File: src/rtl/serial_rx_resync.sv
module serial_rx_resync #(
  parameter int OVS = 16
) (
  input  logic       clk,
  input  logic       rst_n,
  input  logic       tick,
  input  logic       rx,
  input  logic [3:0] cfg_len,
  input  logic       cfg_par_en,
  input  logic       cfg_par_odd,
  input  logic       cfg_two_stop,
  input  logic       rd,
  output logic [8:0] dout,
  output logic       dvalid,
  output logic       err_frame,
  output logic       err_par,
  output logic       err_break,
  output logic       overrun
);
  localparam int CW   = $clog2(OVS);
  localparam int HALF = OVS / 2;
  localparam int FW   = $clog2(HALF);

  logic [1:0]    sy;
  logic          flt;
  logic [FW-1:0] fc;
  logic          busy, px, perr, ferr, zall;
  logic [CW-1:0] cnt;
  logic [3:0]    idx;
  logic [8:0]    sh;

  wire rx_s    = sy[1];
  wire mis     = rx_s != flt;
  wire edge_ok = tick && mis && (fc == FW'(HALF - 1));
  wire start   = !busy && edge_ok && !rx_s;

  wire [3:0] nb   = (cfg_len < 4'd5) ? 4'd5 : (cfg_len > 4'd9) ? 4'd9 : cfg_len;
  wire       pe   = cfg_par_en && (nb != 4'd9);
  wire [3:0] last = nb + {3'b0, pe} + {3'b0, cfg_two_stop};
  wire       samp = busy && tick && (edge_ok ? cnt[CW-1] : (cnt == CW'(OVS - 1)));
  wire       fin  = samp && (idx == last);

  always_ff @(posedge clk or negedge rst_n)
    if (!rst_n) sy <= 2'b11;
    else        sy <= {sy[0], rx};

  always_ff @(posedge clk or negedge rst_n)
    if (!rst_n) begin
      flt <= 1'b1;
      fc  <= '0;
    end else if (tick) begin
      if (!mis) fc <= '0;
      else if (fc == FW'(HALF - 1)) begin
        fc  <= '0;
        flt <= rx_s;
      end else fc <= fc + 1'b1;
    end

  always_ff @(posedge clk or negedge rst_n)
    if (!rst_n) begin
      busy <= 1'b0; cnt <= '0; idx <= '0; sh <= '0;
      px <= 1'b0; perr <= 1'b0; ferr <= 1'b0; zall <= 1'b1;
      dout <= '0; dvalid <= 1'b0;
      err_frame <= 1'b0; err_par <= 1'b0; err_break <= 1'b0; overrun <= 1'b0;
    end else begin
      if (rd) begin
        dvalid <= 1'b0; err_frame <= 1'b0; err_par <= 1'b0;
        err_break <= 1'b0; overrun <= 1'b0;
      end
      if (start) begin
        busy <= 1'b1; cnt <= '0; idx <= '0;
        px <= 1'b0; perr <= 1'b0; ferr <= 1'b0; zall <= 1'b1;
      end else if (busy && tick) begin
        cnt <= (edge_ok || cnt == CW'(OVS - 1)) ? '0 : cnt + 1'b1;
        if (samp) begin
          zall <= zall & ~rx_s;
          if (idx < nb) begin
            sh <= {rx_s, sh[8:1]};
            px <= px ^ rx_s;
          end else if (pe && idx == nb) perr <= px ^ rx_s ^ cfg_par_odd;
          else if (!rx_s) ferr <= 1'b1;
          if (idx == last) begin
            busy <= 1'b0;
            if (dvalid && !rd) overrun <= 1'b1;
            else begin
              dout      <= sh >> (4'd9 - nb);
              dvalid    <= 1'b1;
              err_frame <= ferr | ~rx_s;
              err_par   <= perr;
              err_break <= zall & ~rx_s;
            end
          end else idx <= idx + 1'b1;
        end
      end
    end

  assert_start_on_low_R3: assert property (@(posedge clk) disable iff (!rst_n)
    $rose(busy) |-> !flt);
  assert_nine_no_parity_R6: assert property (@(posedge clk) disable iff (!rst_n)
    (fin && nb == 4'd9 && (!dvalid || rd)) |=> !err_par);
  assert_break_zero_R8: assert property (@(posedge clk) disable iff (!rst_n)
    err_break |-> (err_frame && dout == 9'd0));
  assert_overrun_keep_R9: assert property (@(posedge clk) disable iff (!rst_n)
    (fin && dvalid && !rd) |=> (overrun && $stable(dout)));
  assert_read_clears_R10: assert property (@(posedge clk) disable iff (!rst_n)
    (rd && !fin) |=> (!dvalid && !overrun && !err_frame));
endmodule

File: config.mk
export PLATFORM = sky130hd
export DESIGN_NAME = serial_rx_resync
export DESIGN_NICKNAME = d
export VERILOG_FILES = /design/src/rtl/serial_rx_resync.sv
export SDC_FILE = /design/constraint.sdc
export NUM_CORES = 1
export LEC_CHECK = 0
export CORE_ASPECT_RATIO = 1.75
export CORE_UTILIZATION = 40
export CTS_BUF_LIST = sky130_fd_sc_hd__clkbuf_16
export DETAILED_ROUTE_END_ITERATION = 10
export MAX_ROUTING_LAYER = met4
export PLACE_DENSITY = 0.58
export SYNTH_ARGS = -nofsm -noshare
export SYNTH_HDL_FRONTEND = slang
export SYNTH_SLANG_ARGS = --single-unit
File: constraint.sdc
create_clock -name clk -period 3.3 [get_ports clk]
set_input_delay 0.66 -clock clk [delete_from_list [all_inputs] [get_ports clk]]
set_output_delay 0.66 -clock clk [all_outputs]
set_load 0.01 [all_outputs]
### Yosys cells after proc, flatten, opt, wreduce, memory -nomap -nowiden

Cells that the tools add are included.
Widths: inputs -> output; s select.

| word-level totals | value |
|---|---|
| input bits | 12 |
| word-level logic and storage cells | 135 |
| flip-flop bits (word level) | 42 |

| cells by class | value |
|---|---|
| muxes and demuxes | 64 |
| equal/unequal tests | 10 |
| bitwise gates (word level) | 7 |
| $add $sub $neg | 6 |
| $lt $le $gt $ge | 3 |
| reduce and logical (&&, ||, !) cells | 27 |
| shifts and indexed selects | 1 |

Operators by type and width:

| cell | count |
|---|---|
| $mux 1 | 53 |
| $mux 4 | 9 |
| $reduce_and 3->1 | 4 |
| $reduce_and 5->1 | 2 |
| $reduce_bool 2->1 | 5 |
| $logic_and 1x1->1 | 9 |
| $shr 9x4->9 | 1 |
| $add 4x1->4 | 2 |
| $add 4x1->4 const B | 2 |
| $eq 4x4->1 | 2 |
| $reduce_and 4->1 | 2 |
| $mux 3 | 2 |
| $ne 2x2->1 const B | 3 |
| $eq 4x4->1 const B | 1 |
| $gt 4x4->1 const B | 1 |
| $lt 4x3->1 const B | 1 |
| $lt 4x4->1 | 1 |
| $ne 4x4->1 const B | 1 |
| $sub 4x4->4 const A | 1 |
| $add 3x1->3 const B | 1 |
| $eq 3x3->1 const B | 1 |
| $logic_not 1->1 | 3 |
| $not 1->1 | 3 |
| $ne 2x1->1 const B | 1 |
| 6 further kinds | 7 |

### Logic depth before layout (Yosys ltp)

Gate-level depths: netlist of the first run.

| depth | value |
|---|---|
| depth in word-level cells | 12 |
| depth in mapped cells | 13 |
| depth with buffers taken out | 11 |

### Worst setup path before layout of the first run

Ideal clock, no wire load.

| timing path | value |
|---|---|
| kind | in2reg |
| start | input cfg_len[3] |
| end | register dout[8] |
| path slack | -0.598 ns |
| cell stages on the path | 12 |
| library setup time | 0.127 ns |
| data arrival time | 3.771 ns |
| buffers on the path | 1 |
| cells stage by stage | buf_2 > nand3b_1 > ha_1 > o311ai_0 > and2_1 > fa_1 > ha_1 > xnor2_1 > or4_4 > a211oi_4 > and2_4 > mux2_1 |

| on the way | value |
|---|---|
| longest elaborated chain between the ends | 9 |

RTL lines:

| item | line | RTL |
|---|---|---|
| from (decl) | 8 | `input logic [3:0] cfg_len,` |
| $gt 4x4->1 | 37 | `wire [3:0] nb = (cfg_len < 4'd5) ? 4'd5 : (cfg_len > 4'd9) ? 4'd9 : cfg_len;` |
| $mux 4 | 37 |  |
| $mux 4 * | 37 |  |
| $ne 4x4->1 | 38 | `wire pe = cfg_par_en && (nb != 4'd9);` |
| $logic_and 1x1->1 | 38 |  |
| $add 4x1->4 (2 in series) | 39 | `wire [3:0] last = nb + {3'b0, pe} + {3'b0, cfg_two_stop};` |
| $eq 4x4->1 | 82 | `if (idx == last) begin` |
| $reduce_and 5->1 (no source line) | n/a |  |
| to (signal assigned) | 86 | `dout <= sh >> (4'd9 - nb);` |
| to (decl) | 13 | `output logic [8:0] dout,` |

Mark *: on every way between the ends. The rest lies on a longest branch, timed or not.
A chain may end at the register's enable or synchronous reset.

### Final worst setup path of the first run

Same ends and word-level chain as after synthesis.

==> results of run 1 <==
==> cell families after synthesis <==
family                   after synthesis  synth area share (%)
AO/OA/AOI/OAI                         71                  18.3
XOR/XNOR                               9                  3.19
adder cells (fa/ha/maj)               12                  6.39
buffers and inverters                 31                  5.48
flip-flops                            42                  42.8
multiplexers                          20                  8.62
AND/OR/NAND/NOR                       66                  15.2
==> per-layer routing <==
layer  up-vias  GRT usage [%]  wire, µm
li1        993              -         -
met1       966           21.4      2280
met3        10           2.92       113
met5         -              -         0
met2        30           37.3      3250
met4         0           6.51       118
==> metrics by stage <==
step / worst slack (ns) / total power [mW] / TNS, ns
2_1_floorplan: -0.370 / 0.626 / -3.64
3_3_place_gp: -0.418 / 0.673 / -6.48
3_5_place_dp: -0.474 / 0.675 / -7.61
4_1_cts: 0.0226 / 1.15 / 0
5_1_grt: 0.00818 / 1.19 / 0
6_report: 0.105 / 1.14 / 0
==> state kept, by name (all words and copies together), names as in the netlist <==
signal,flops
err_par,1
perr,1
busy,1
sy,2
cnt,4
fc,3
dout,9
overrun,1
idx,4
px,1
ferr,1
flt,1
err_break,1
zall,1
sh,9
dvalid,1
err_frame,1
==> power by group through the flow <==
| stage | clock network (mW) | registers [mW] | logic, mW |
|---|---|---|---|
| floorplan | 0 | 0.544 | 0.0816 |
| global placement | 0 | 0.547 | 0.125 |
| detailed placement | 0 | 0.547 | 0.127 |
| CTS | 0.484 | 0.538 | 0.132 |
| global route | 0.501 | 0.541 | 0.147 |
| finish | 0.475 | 0.538 | 0.130 |
==> cells in the final DEF, fill, tap and decap left out, types with 2 or more instances in the layout <==
master,n
a211oi_1,4
a21o_1,3
a21oi_1,16
a31oi_1,3
and2_4,2
buf_2,4
buf_4,19
buf_6,2
clkbuf_16,5
clkdlybuf4s50_1,20
dfrtp_1,38
dfstp_2,4
ha_1,9
inv_1,20
mux2_2,9
mux2i_1,10
nand2_1,13
nand2b_1,4
nand3_1,9
nand3b_1,2
nand4_1,7
nor2_1,6
nor2b_1,6
nor3_1,3
o211ai_1,2
o21ai_0,18
o22a_1,2
o22ai_1,12
or3_1,3
xnor2_1,4
xor2_1,4
==> repair_timing <==
action                                  CTS  global route
setup buffers                             1             0
resized for setup                        18             2
endpoints found under the setup margin   18            14
pin swaps                                 9             3
==> final cells by class <==
cell class              instances  area, µm²  area share, %
multi-input cells             178       1330           43.1
flip-flops and latches         42       1060           34.1
repair buffers                 46        394           12.7
clock buffers                   5        125           4.04
well taps                      78       97.6           3.15
inverters                      19       71.3           2.30
clock inverters                 3       17.5          0.566
==> worst max-delay path by stage <==
| stage | slack, ns | start | to | depth (start not counted) |
|---|---|---|---|---|
| 2_1_floorplan | -0.37 | cfg_len[1] | dout[8]$_DFFE_PN0P_ | 12 |
| 3_3_place_gp | -0.42 | cfg_len[3] | dout[8]$_DFFE_PN0P_ | 12 |
| 3_5_place_dp | -0.47 | cfg_len[3] | dout[8]$_DFFE_PN0P_ | 12 |
| 4_1_cts | 0.02 | cfg_len[1] | dout[8]$_DFFE_PN0P_ | 12 |
| 5_1_grt | 0.008 | cfg_len[3] | dout[8]$_DFFE_PN0P_ | 12 |
| 6_report | 0.10 | cfg_len[3] | dout[8]$_DFFE_PN0P_ | 12 |
==> metrics.md, run 1 <==
| Metric | Value |
|---|---|
| # setup viols final | 0 |
| WHS | between 0.3 and 0.4 ns |
| Clk_lat worst skew | approximately 0.28 ns |
| Most used DFF post-synth | dfrtp_1 |
| IO Pins | 26 |
| Post-DP HPWL | between 4 and 5 mm |
| 1st-iter DRT viols | 54 |
| Post-synth top area cell | dfrtp_1 |
| DR pass1 iterations | 4 |
| First-pass GRT wire length | about 9.6 mm |
| Fillers | approximately 590 |
| DR vias | 1999 |
| Gp weighted congestion | between 0.8 and 0.9 |
| CP bufs+invs | 3 |
| RSZ-0062 raised after global routing | false |
| Largest net degree at the start of global routing | between 40 and 50 |
| Worst Tran Pin Value | between 0.9 and 1 ns |
| Kind of cell adding the most delay to the critical path | simple AND/OR/NAND/NOR gates |
| H-tree lvl count | 2 |
| Fraction of layout cells with a size suffix above 1 | 20.8% |
| Worst r2r src | idx[2]$_DFFE_PN0P_ |
| Die width | 61.4 µm |
| Reg2reg end | px$_DFFE_PN0P_ |
| Maximum vdd drop | between 0.2 and 0.3 mV |
| Starting Density | 41.6% |
| CP Cell Sequence | buf_2 -> nand3b_1 -> buf_4 -> inv_1 -> o21bai_1 -> fa_2 -> ha_4 -> xnor2_2 -> or4_4 -> a211oi_4 -> and2_4 -> mux2_4 |
| Reg clk slew, reported paths | 0.06 ns |
| Core Rows | 37 |
| NumNets Final | between 300 and 400 |
| Clock share of power | 41.5% |
| Initial antenna violation count | 0 |
| Mapped Area | ~2500 µm² |
| Gr usage total | approximately a fifth |
| Data arrival, critical path | between 3 and 4 ns |
| DRT Wirelength | ~5.8 mm |
| Comb pwr share | between 10% and 20% |
| Post-DRT Antenna Nets | 0 |
| Final hold vios | 0 |
| Die height | 106 µm |
| Slowest-stage cell, CP | or4_4 |
| Vias/cell | approximately 5.4 |
| Hold Buf Count CTS | 0 |
| Number of enable flip-flop cells after synthesis | 0 |
| Sequential area share after synthesis | between 40% and 50% |
| Crit share post-route | a little over nine tenths |
| Switch share | 24.4% |
| Post-layout min period | between 3 and 4 ns |
| Synthesized area per cell | around 9.8 µm² |
| CP Launch Type | input port |
| Post-Syn Instances | between 200 and 300 |
| Grt ovf | 0 |
| Sw power | 279 µW |
| Synth unique cells | 51 |
| Syn nets | between 200 and 300 |
| Hold Crit Class | reg2reg |
| Worst Hold End | sy[1]$_DFF_PN1_ |
| Core Box Area | between 5000 and 6000 µm² |
| Synth top area share | roughly 39% |
| Most instantiated library cell after synthesis | dfrtp_1 |
| R2r setup slk | roughly 1.2 ns |
| CTS tree | yes |
| Wirelength per Cell | 15.5 µm |
| CP endpoint kind | flip-flop |
| Post-synth ARST share | 100% |
| Non-filler cells, final | 371 |
| Area Overhead vs Synth | 25.4% |
| Placed cells | between 300 and 400 |
| Die area | about 6500 µm² |
| Setup CP Type | in2reg |
| Sequential share of power | about 47% |
| Max Cap Violations | 0 |
| TritonCTS buffer count | 5 |
| Yosys warns | 0 |
| Hold Path Depth | 0 |
| Pwr dens | roughly 370 nW/µm² |
| Worst Skew | 0.00747 ns |
| DR DRC count | 0 |
| P_leak | between 1 and 1.5 nW |
| Hold Startpoint | sy[0]$_DFF_PN1_ |
| Fin. max-slew vios | 0 |
| Cell area after layout | 3090 µm² |
| Cell Area, Placed | 2910 µm² |
| Clk Tree Root Cell | clkbuf_16 |
| Slowest cell delay on critical path | roughly 0.53 ns |
| Reg2Reg Depth | 7 |
| # diodes | 0 |
| Clk sinks | 42 |
| Commonest cells in the netlist | dfrtp_1, inv_1, o21ai_0, a21oi_1, nand2_1 |
| IO Port Bufs | 25 |
| Seq cells post-synth | 42 |
| Clock tree buffer depth | 2 |
| Max Fclk | roughly 0.31 GHz |
| Crit path required time | ~3.5 ns |
| Area contributors post-synth | dfrtp_1, ha_1, dfstp_2, mux2_2, mux2i_1 |
| Worst Path Max Fanout | 10 |
| Vias in the first global route | just over 2k |
| Slew margin rel. | between 30% and 40% |
| Fin util | between 50% and 60% |
| Outcome | finished clean |
| Power Internal | between 800 and 900 µW |
(Power assumes the default switching activity.)
==> run 2, diff against run 1 <==
--- a/config.mk
+++ b/config.mk
@@ -5,12 +5,14 @@
 export SDC_FILE = /design/constraint.sdc
 export NUM_CORES = 1
 export LEC_CHECK = 0
+export CELL_PAD_IN_SITES_DETAIL_PLACEMENT = 1
+export CELL_PAD_IN_SITES_GLOBAL_PLACEMENT = 2
 export CORE_ASPECT_RATIO = 1.75
-export CORE_UTILIZATION = 40
+export CORE_UTILIZATION = 39
 export CTS_BUF_LIST = sky130_fd_sc_hd__clkbuf_16
 export DETAILED_ROUTE_END_ITERATION = 10
 export MAX_ROUTING_LAYER = met4
-export PLACE_DENSITY = 0.58
+export PLACE_DENSITY = 0.83
 export SYNTH_ARGS = -nofsm -noshare
 export SYNTH_HDL_FRONTEND = slang
 export SYNTH_SLANG_ARGS = --single-unit
==> run 2 against run 1 <==
Against the previous run: clock power rose by 15%; power rose by 6.6%; first-iteration DRC count rose by 56%; largest cell class unchanged; critical path depth did not move; maximum frequency rose by 2.1%; flip-flop and latch count did not move; sequential power barely moved; highest routed layer unchanged; sequential share of layout area fell by 0.48 points; final area rose by 1.4%; setup slack improved by 0.066 ns; largest power group is now the clock network; critical path type unchanged.
==> metrics.md, run 2 (synthesized netlist as in run 1, its figures left out) <==
| Metric | Value |
|---|---|
| Initial antenna violation count | 0 (unchanged) |
| DR vias | 2030 (+1.6%) |
| Die width | 62.1 µm (+1.2%) |
| Crit share post-route | 94.8% (-2.0 points) |
| Outcome | finished clean |
| Vias/cell | 5.46 (+1.3%) |
| # setup viols final | 0 (unchanged) |
| CTS tree | yes |
| CP Launch Type | input port |
| DR pass1 iterations | 5 (+1) |
| Area Overhead vs Synth | 27.2% |
| Crit path required time | 3.46 ns (about the same) |
| Clk_lat worst skew | 0.28 ns (about the same) |
| Slowest cell delay on critical path | 0.43 ns (-0.10 ns) |
| First-pass GRT wire length | 10.8 mm (+12%) |
| Gr usage total | 21.3% (+0.92 points) |
| Gp weighted congestion | 0.803 (-6.8%) |
| Largest net degree at the start of global routing | 43 (unchanged) |
| Clk Tree Root Cell | clkbuf_16 |
| 1st-iter DRT viols | 84 (+56%) |
| Max Cap Violations | 0 (unchanged) |
| CP Cell Sequence | buf_6 -> nand3b_1 -> ha_2 -> o311ai_4 -> and2_4 -> fa_2 -> ha_4 -> xnor2_2 -> or4_4 -> a211oi_4 -> and2_4 -> mux2_4 |
| Non-filler cells, final | 372 (+0.27%) |
| Fraction of layout cells with a size suffix above 1 | 20.5% (-0.27 points) |
| Worst Skew | 0.00587 ns (-0.00160 ns) |
| RSZ-0062 raised after global routing | false |
| Cell Area, Placed | 2910 µm² (-0.17%) |
| Most frequent cells in the layout | dfrtp_1, inv_1, clkdlybuf4s50_1 |
| Worst Tran Pin Value | 0.959 ns (+0.0122 ns) |
| Largest registers | dout (9), sh (9) |
| Final hold vios | 0 (unchanged) |
| Wirelength per Cell | 17.2 µm (+11%) |
| Die area | 6660 µm² (+2.5%) |
| # diodes | 0 (unchanged) |
| Data arrival, critical path | 3.29 ns (-0.07 ns) |
| Reg clk slew, reported paths | 0.06 ns (about the same) |
| Slew margin rel. | 36.1% (-0.81 points) |
| Setup CP Type | in2reg |
| Post-DP HPWL | 4.86 mm (+13%) |
| Commonest non-fill, non-tap cell in the layout | dfrtp_1 |
| P_leak | 1.42 nW (+0.95%) |
| DR DRC count | 0 (unchanged) |
| Pwr dens | 388 nW/µm² (+5.1%) |
| Hold Crit Class | reg2reg |
| H-tree lvl count | 2 (unchanged) |
| IO Port Bufs | 25 (unchanged) |
| Core Box Area | 6130 µm² (+3.5%) |
| Post-DRT Antenna Nets | 0 (unchanged) |
| NumNets Final | 315 (-0.32%) |
| Vias in the first global route | 2200 (+9.1%) |
| IO Pins | 26 (unchanged) |
| Core Rows | 38 (+2.7%) |
| Maximum vdd drop | 0.252 mV (-6.9%) |
| Fin. max-slew vios | 0 (unchanged) |
| Grt ovf | 0 (unchanged) |
| Worst Path Max Fanout | 3 (-7) |
| TritonCTS buffer count | 5 (unchanged) |
| Clk sinks | 42 (unchanged) |
| DRT Wirelength | 6.39 mm (+11%) |
| Placed cells | 363 (+0.28%) |
| Post-layout min period | 3.13 ns (-0.0658 ns) |
| Most used cell, CP | and2_4 |
| CP endpoint kind | flip-flop |
| Clock tree buffer depth | 2 (unchanged) |
| Die height | 107 µm (+1.2%) |
| Cell area after layout | 3140 µm² (+1.4%) |
| Max Fclk | 0.320 GHz (+2.1%) |
| Starting Density | 40.2% (-1.4 points) |
| Slowest-stage cell, CP | or4_4 |
run 2: cell type report:
type | instances | area, µm²
flip-flops and latches | 42 | 1060
repair buffers | 45 | 409
fillers | 690 | 3000
inverters | 19 | 71.3
clock buffers | 5 | 125
well taps | 80 | 100
multi-input cells | 178 | 1340
clock inverters | 3 | 37.5
run 2: per-stage QoR:
stage / TNS, ns / total power [mW] / setup slack (ns) / util (%) / hold slack (ns)
after floorplan: -3.64 / 0.626 / -0.370 / - / 0.345
after global placement: -6.59 / 0.674 / -0.420 / 47.4 / 0.348
after detailed placement: -8.46 / 0.679 / -0.541 / 47.4 / 0.347
after CTS: -0.0170 / 1.23 / -0.0127 / 50.9 / 0.356
after global routing: 0 / 1.27 / 0.0989 / 51.2 / 0.363
final: 0 / 1.22 / 0.171 / 51.2 / 0.356
run 2: what timing repair did:
action                                  in CTS  in global routing
gates resized for setup                     22                  4
hold buffers                                 0                  0
hold endpoints to repair                     0                  0
setup buffers                                1                  0
pin swaps                                   10                  4
endpoints found under the setup margin      19                 15
run 2: metal layers:
| layer | vias to the layer above | share of wire, % | wire (µm) | track usage, % |
|---|---|---|---|---|
| met4 | 0 | 2.0 | 129 | 6.81 |
| met5 | - | 0 | 0 | - |
| li1 | 988 | - | - | - |
| met1 | 1013 | 38 | 2450 | 21.3 |
| met2 | 19 | 58 | 3720 | 41.8 |
| met3 | 10 | 1.4 | 92 | 2.77 |
run 2: critical path, delay by kind of cell:
kind                     cells  cell delay [ns]
multiplexers                 1             0.30
AO/OA/AOI/OAI                2             0.37
XOR/XNOR                     1             0.14
AND/OR/NAND/NOR              4             0.94
buffers and inverters        1             0.09
adder cells (fa/ha/maj)      3             0.78
run 2: where the power goes:
part	switching [mW]	total [mW]	internal [mW]
clock network	0.193	0.544	0.352
registers	0.00929	0.538	0.529
logic	0.0747	0.136	0.0610
total	0.277	1.22	0.941
run 2: worst paths after layout:
check	slack (ns)	from	endpoint	cells after the start
setup / recovery	0.17	cfg_len[1]	dout[8]$_DFFE_PN0P_	12
hold / removal	0.36	sy[0]$_DFF_PN1_	sy[1]$_DFF_PN1_	0
hold reg to reg	0.36	sy[0]$_DFF_PN1_	sy[1]$_DFF_PN1_	0
max in group asynchronous	2.17	rst_n	fc[2]$_DFFE_PN0P_	1
setup reg to reg	1.20	idx[2]$_DFFE_PN0P_	sh[3]$_DFFE_PN0P_	7
min in group asynchronous	0.53	rst_n	cnt[2]$_DFFE_PN0N_	1
